<file path="src/rtl/nan_cls_pkg.sv">
// Package: format geometry shared by the NaN classifier and its checker.
// Assumes FMT is 0 (half), 1 (single) or 2 (double); other values map to single.
package nan_cls_pkg;

    // Exponent width for a format code.
    function automatic int exp_width(input int fmt);
        case (fmt)
            0:       return 5;
            2:       return 11;
            default: return 8;
        endcase
    endfunction

    // Stored fraction width for a format code.
    function automatic int frac_width(input int fmt);
        case (fmt)
            0:       return 10;
            2:       return 52;
            default: return 23;
        endcase
    endfunction

    // Total width: sign, exponent and fraction.
    function automatic int word_width(input int fmt);
        return 1 + exp_width(fmt) + frac_width(fmt);
    endfunction

endpackage

</file>
<file path="src/rtl/nan_field_split.sv">
// Module: nan_field_split
// Extracts the facts that NaN classification needs from one encoded value:
// whether the exponent is all ones, the fraction MSB, and whether the fraction
// bits below the MSB are nonzero. Assumes FW >= 2.
module nan_field_split #(
    parameter int EW = 8,
    parameter int FW = 23,
    localparam int W = 1 + EW + FW
) (
    input  logic [W-1:0] val_i,
    output logic         exp_ones_o,
    output logic         frac_msb_o,
    output logic         frac_rest_nz_o
);

    logic [EW-1:0] exp_field;
    logic [FW-1:0] frac_field;

    // Separates the exponent and fraction fields.
    always_comb begin
        exp_field  = val_i[W-2 -: EW];
        frac_field = val_i[FW-1:0];
    end

    // Derives the three classification facts.
    always_comb begin
        exp_ones_o     = &exp_field;
        frac_msb_o     = frac_field[FW-1];
        frac_rest_nz_o = |frac_field[FW-2:0];
    end

endmodule

</file>
<file path="src/rtl/nan_class_decode.sv">
// Module: nan_class_decode
// Turns the field facts into quiet / signaling / any-NaN flags.
// The mode bit sets the meaning of the fraction MSB. The NO_SNAN parameter
// folds every NaN into the quiet class. Purely combinational.
module nan_class_decode #(
    parameter bit NO_SNAN = 1'b0
) (
    input  logic exp_ones_i,
    input  logic frac_msb_i,
    input  logic frac_rest_nz_i,
    input  logic sig_msb_set_i,
    output logic any_nan_o,
    output logic quiet_o,
    output logic sig_o
);

    logic msb_nan;
    logic rest_nan;

    // NaN with the fraction MSB set, and NaN with only lower fraction bits set.
    always_comb begin
        msb_nan  = exp_ones_i & frac_msb_i;
        rest_nan = exp_ones_i & ~frac_msb_i & frac_rest_nz_i;
    end

    generate
        if (NO_SNAN) begin : g_no_snan
            // Every NaN is quiet when signaling NaNs are disabled.
            always_comb begin
                quiet_o = msb_nan | rest_nan;
                sig_o   = 1'b0;
            end
        end else begin : g_snan
            // The mode bit picks which NaN group is signaling.
            always_comb begin
                if (sig_msb_set_i) begin
                    quiet_o = rest_nan;
                    sig_o   = msb_nan;
                end else begin
                    quiet_o = msb_nan;
                    sig_o   = rest_nan;
                end
            end
        end
    endgenerate

    // Any NaN is the union of both classes.
    always_comb any_nan_o = quiet_o | sig_o;

endmodule

</file>
<file path="src/rtl/nan_pattern_gen.sv">
// Module: nan_pattern_gen
// Builds the default NaN for the active mode and the quieted copy of the input.
// Assumes sig_i is already the signaling classification of val_i.
module nan_pattern_gen #(
    parameter int EW = 8,
    parameter int FW = 23,
    localparam int W = 1 + EW + FW
) (
    input  logic [W-1:0] val_i,
    input  logic         sig_msb_set_i,
    input  logic         sig_i,
    output logic [W-1:0] dflt_o,
    output logic [W-1:0] quieted_o
);

    localparam logic [W-1:0] MSB_MASK  = W'(1) << (FW - 1);
    localparam logic [W-1:0] EXP_ONES  = ((W'(1) << EW) - W'(1)) << FW;
    localparam logic [W-1:0] REST_ONES = MSB_MASK - W'(1);

    // Default NaN: positive sign and all-ones exponent; the fraction depends on the mode.
    always_comb begin
        dflt_o = sig_msb_set_i ? (EXP_ONES | REST_ONES) : (EXP_ONES | MSB_MASK);
    end

    // Quieting: set the MSB, or substitute the default NaN; non-signaling values pass through.
    always_comb begin
        if (!sig_i) begin
            quieted_o = val_i;
        end else if (sig_msb_set_i) begin
            quieted_o = dflt_o;
        end else begin
            quieted_o = val_i | MSB_MASK;
        end
    end

endmodule

</file>
<file path="src/rtl/nan_classifier.sv">
// Module: nan_classifier (top)
// Combinational NaN classifier and quieter for half, single or double precision.
// Assumes FMT in {0,1,2}. No clock or reset: all outputs follow the inputs.
module nan_classifier
    import nan_cls_pkg::*;
#(
    parameter int FMT     = 1,
    parameter bit NO_SNAN = 1'b0,
    localparam int EW = exp_width(FMT),
    localparam int FW = frac_width(FMT),
    localparam int W  = 1 + EW + FW
) (
    input  logic [W-1:0] val_i,
    input  logic         sig_msb_set_i,
    output logic         is_nan_o,
    output logic         is_quiet_o,
    output logic         is_sig_o,
    output logic         invalid_o,
    output logic [W-1:0] quieted_o,
    output logic [W-1:0] dflt_nan_o
);

    logic exp_ones;
    logic frac_msb;
    logic frac_rest_nz;

    nan_field_split #(.EW(EW), .FW(FW)) u_split (
        .val_i          (val_i),
        .exp_ones_o     (exp_ones),
        .frac_msb_o     (frac_msb),
        .frac_rest_nz_o (frac_rest_nz)
    );

    nan_class_decode #(.NO_SNAN(NO_SNAN)) u_decode (
        .exp_ones_i     (exp_ones),
        .frac_msb_i     (frac_msb),
        .frac_rest_nz_i (frac_rest_nz),
        .sig_msb_set_i  (sig_msb_set_i),
        .any_nan_o      (is_nan_o),
        .quiet_o        (is_quiet_o),
        .sig_o          (is_sig_o)
    );

    nan_pattern_gen #(.EW(EW), .FW(FW)) u_pattern (
        .val_i         (val_i),
        .sig_msb_set_i (sig_msb_set_i),
        .sig_i         (is_sig_o),
        .dflt_o        (dflt_nan_o),
        .quieted_o     (quieted_o)
    );

    // The invalid flag marks a signaling operand.
    always_comb invalid_o = is_sig_o;

endmodule

</file>
<file path="config.mk">
export PLATFORM = sky130hd
export DESIGN_NAME = nan_classifier
export DESIGN_NICKNAME = d
export VERILOG_FILES = /design/src/rtl/nan_cls_pkg.sv /design/src/rtl/nan_field_split.sv /design/src/rtl/nan_class_decode.sv /design/src/rtl/nan_pattern_gen.sv /design/src/rtl/nan_classifier.sv
export SDC_FILE = /design/constraint.sdc
export NUM_CORES = 1
export LEC_CHECK = 0
export BUFFER_PORTS_ARGS = -buffer_cell sky130_fd_sc_hd__buf_2
export CAP_MARGIN = 25
export CORE_UTILIZATION = 29
export DETAILED_ROUTE_END_ITERATION = 10
export PLACE_DENSITY_LB_ADDON = 0.05
export SLEW_MARGIN = 20
export SYNTH_ARGS = -nofsm -noshare
export SYNTH_HDL_FRONTEND = slang
export SYNTH_SLANG_ARGS = --single-unit
</file>
<file path="constraint.sdc">
create_clock -name vclk -period 2.6
set_input_delay 0.78 -clock vclk [all_inputs]
set_output_delay 0.78 -clock vclk [all_outputs]
set_load 0.005 [all_outputs]
</file>
Word-level counts from Yosys, hierarchy flattened
Index checks and enable logic that the tools add are counted.

Flip-flop bits (word level): 0. Output and inout port bits: 68. Word-level logic and storage cells: 12.

Mux-type cells: 5. Bitwise gates (word level): 5. Reductions and logical operators: 2.

Operators with widths (count): $mux W32 (2); $mux W23 (1); $reduce_or A22 Y1 (1); $reduce_and A8 Y1 (1); $and A1 B1 Y1 (3); $mux W1 (2); $not A1 Y1 (1); $or A1 B1 Y1 (1).

Longest topological paths before layout
Depth in word-level cells: 5. Depth in mapped cells: 4. Mapped depth without buffers: 3.

Modules after synthesis
From an unflattened synthesis, not the netlist that was laid out.

Cell total of the unflattened synthesis: 88. Area, all modules: 600.6 sq um.

By module, submodules not included: nan_pattern_gen (times used 1, cells an instance 70, area an instance 479.2 sq um); nan_field_split (times used 1, cells an instance 11, area an instance 70.1 sq um); nan_class_decode (times used 1, cells an instance 6, area an instance 43.8 sq um); nan_classifier (times used 1, cells an instance 1, area an instance 7.5 sq um).

Least setup slack after synthesis
Ideal clock, no wire load.

Path kind: input-to-output. From: in val_i[6]. To: out is_sig_o. Arrival time: 1745 ps. Slack: 75 ps. Cell stages on the path: 4. Cell sequence: or4_4 nor3_1 a311oi_1 buf_4.

Cells in the longest elaborated chain, start to end: 3.

RTL lines: start: declaration (RTL line nan_classifier.sv:13) `input logic [W-1:0] val_i,`; $reduce_or A22 Y1 (RTL line nan_field_split.sv:29) `frac_rest_nz_o = |frac_field[FW-2:0];`; $and A1 B1 Y1 (RTL line nan_class_decode.sv:23) `rest_nan = exp_ones_i & ~frac_msb_i & frac_rest_nz_i;`; $mux W1 (RTL line nan_class_decode.sv:36) `if (sig_msb_set_i) begin`; end: declaration (RTL line nan_classifier.sv:17) `output logic is_sig_o,`.

No other way between the ends.

Worst setup path after layout
From: in val_i[6]. To: out quieted_o[22].

Cells in the longest elaborated chain, start to end: 4.

RTL lines: $reduce_or A22 Y1 (RTL line nan_field_split.sv:29); $and A1 B1 Y1 (RTL line nan_class_decode.sv:23); $mux W1 (RTL line nan_class_decode.sv:36); $mux W32 (RTL line nan_pattern_gen.sv:27) `if (!sig_i) begin`; end: declaration (RTL line nan_classifier.sv:19) `output logic [W-1:0] quieted_o,`.

No other way between the ends.

==> run_results.csv <==
group,metric,value,unit
finish,final_nets,188,
logic_synthesis,yosys.area.top_type,"sky130_fd_sc_hd__buf_4",
min_path,hold_path.class,"input port to output pin",
floorplan,die_w,47.3,µm
job,cap_violations,0,
timing,final_min_period_over_clock_period,103,%
timing,setup-violations-final,5,
placed_design,placed_instance_count,177,
timing,grt_setup_unrepaired,"true",
placed_design,dp_slack,-0.0641,ns
placed_design,numPortBuffers,92,
logic_synthesis,post_synth_main_area_contributors,"sky130_fd_sc_hd__buf_4 (40%), sky130_fd_sc_hd__or2_1 (21%), sky130_fd_sc_hd__clkbuf_1 (5.0%), sky130_fd_sc_hd__nor4_1 (4.2%), sky130_fd_sc_hd__nor4_4 (3.6%)",
finish,area_growth,66.0,%
cts,postCtsSetupRepairBufs,0,
routing,detailedRoute.firstPassIterationCount,5,
routing,top_layer,"met3",
timing,max_freq,0.374,GHz
setup_path,setup.worst_path.class,"input port to output pin",
placed_design,dp_hpwl,1.32,mm
grt,grt_pass1_vias,449,
floorplan,fp.dieArea,2240,µm²
logic_synthesis,post_synth_num_cell_types,22,
routing,first_iter_violations,3,
routing,wl_met2,891,µm
routing,vias,741,
floorplan,starting_density,30.7,%
setup_path,cp_num_cells,5,
logic_synthesis,ys_top_cells_by_count,"sky130_fd_sc_hd__buf_4 (32), sky130_fd_sc_hd__or2_1 (20), sky130_fd_sc_hd__clkbuf_1 (8)",
setup_path,path_delay_family,"simple AND/OR/NAND/NOR gates",
grt,maximum_number_of_pins_on_one_net_before_global_route_repair,24,
pwr,leakagePower,0.582,nW
placed_design,gp_congestion,0.661,
floorplan,fp.coreArea,1940,µm²
routing,remaining_drc_errors,0,
routing,routed_wire_length_per_instance,9.53,µm
finish,final_cell_count_no_fill,180,
setup_path,critPathCapture,"quieted_o[22]",
setup_path,cp.arrival,1.89,ns
setup_path,timing.critical_path.fanout_max,3,
timing,hold_violations,0,
timing,timing.hold.ws,1.72,ns
grt,first_pass_grt_wire_length,1.83,mm
finish,n_antenna_cell,0,
outcome,failed_checks,"negative setup slack",
grt,grtUsageTotal,10.7,%
setup_path,startpoint_types,"input port",
grt,number_of_antenna_violations_at_the_first_check_in_global_routing,0,
logic_synthesis,netlist_instances,89,
logic_synthesis,synth.cell_area,596,µm²
logic_synthesis,seq_area_frac_synth,0,%
routing,met1_length,675,µm
timing,slew_violations,0,
logic_synthesis,synth_warn,0,
floorplan,floorplan.die.height,47.3,µm
finish,clock_buffer_count,0,
setup_path,crit_slowest_cell,"sky130_fd_sc_hd__or4_4",
setup_path,critPathMaxStageDelay,0.56,ns
setup_path,element_type_at_the_critical_path_end,"output pin",
timing,setup-tns-final,-0.187,ns
outcome,status,"finished with violations",
timing,fin_crit,2.67,ns
pwr,p_per_cell_area,125,nW/µm²
logic_synthesis,yosys_top_cell_area_share,40.3,%
pwr,peakVddDrop,0.0608,mV
placed_design,placedInstanceArea,866,µm²
routing,post_drt_via_cell_ratio,4.12,
timing,final_critical_path_setup_slack,-0.0704,ns
floorplan,num_io_pins,101,
finish,layout-drive-gt1-share,69.9,%
routing,met3_wl_post_dr,149,µm
finish,nFlopsAndLatches,0,
setup_path,crit_start,"val_i[6]",
routing,routed_wirelength,1.72,mm
floorplan,core.rowCount,16,
logic_synthesis,avgSynthCellArea,6.69,µm²
grt,grt.overflow.total,0,
logic_synthesis,post-synth-top-count-cell,"sky130_fd_sc_hd__buf_4",
finish,layout.area.seq,0,µm²
routing,antenna_violating_nets_post_route,0,
setup_path,cp_num_buf_inv,2,
setup_path,required,1.82,ns
finish,layout.cell_area.non_filler,988,µm²
setup_path,timing.critical_path.cells,"buf_6 -> or4_4 -> nor4_4 -> a221oi_1 -> buf_2",
final cells by class:
cell class / count / area (µm²)
Tap cell: 27 / 33.8
Fill cell: 213 / 953
Inverter: 2 / 7.51
Timing Repair Buffer: 99 / 584
Multi-Input combinational cell: 52 / 363
layer usage:
metal | vias to the layer above | GRT usage [%]
met4 | 0 | 0
li1 | 371 | -
met5 | - | 0
met2 | 52 | 20.8
met1 | 318 | 13.5
met3 | 0 | 0.769
power by group:
part           switching (mW)  internal, mW
clock network               0             0
logic                  0.0520        0.0711
registers                   0             0
cell families after synthesis:
kind of cell | after synthesis | synth area share (%)
buffers and inverters | 44 | 48.3
AND/OR/NAND/NOR | 37 | 42.4
AO/OA/AOI/OAI | 4 | 5.04
XOR/XNOR | 2 | 2.94
other | 2 | 1.26
metrics by stage:
step,power (mW),util (%)
after floorplan,0.0701,-
after global placement,0.111,44.6
after detailed placement,0.111,44.6
after CTS,0.113,45.2
after global routing,0.139,50.9
final,0.123,50.9
placed cells by master (no fill, tap or decap), types with 2 or more instances in the layout:
cell type / instances
sky130_fd_sc_hd__nand4_1: 2
sky130_fd_sc_hd__inv_1: 2
sky130_fd_sc_hd__buf_6: 13
sky130_fd_sc_hd__buf_4: 3
sky130_fd_sc_hd__or2_4: 2
sky130_fd_sc_hd__buf_2: 83
sky130_fd_sc_hd__conb_1: 9
sky130_fd_sc_hd__nor4_1: 4
sky130_fd_sc_hd__nor3_4: 2
sky130_fd_sc_hd__or2_1: 20
timing repair:
action	in CTS	in global routing
pin swaps	2	7
resized for setup	2	20
gates cloned	0	3
setup endpoints to repair	5	28
endpoints found under the hold margin	0	0
hold buffers	0	0
how the worst min path moves through the flow:
stage / to / cells after the start / start
finish: quieted_o[23] / 2 / val_i[23]
global route: quieted_o[23] / 2 / val_i[23]
CTS: quieted_o[23] / 2 / val_i[23]
detailed placement: quieted_o[23] / 2 / val_i[23]
global placement: quieted_o[28] / 2 / val_i[28]
floorplan: dflt_nan_o[22] / 1 / sig_msb_set_i
(Power assumes the default switching activity.)
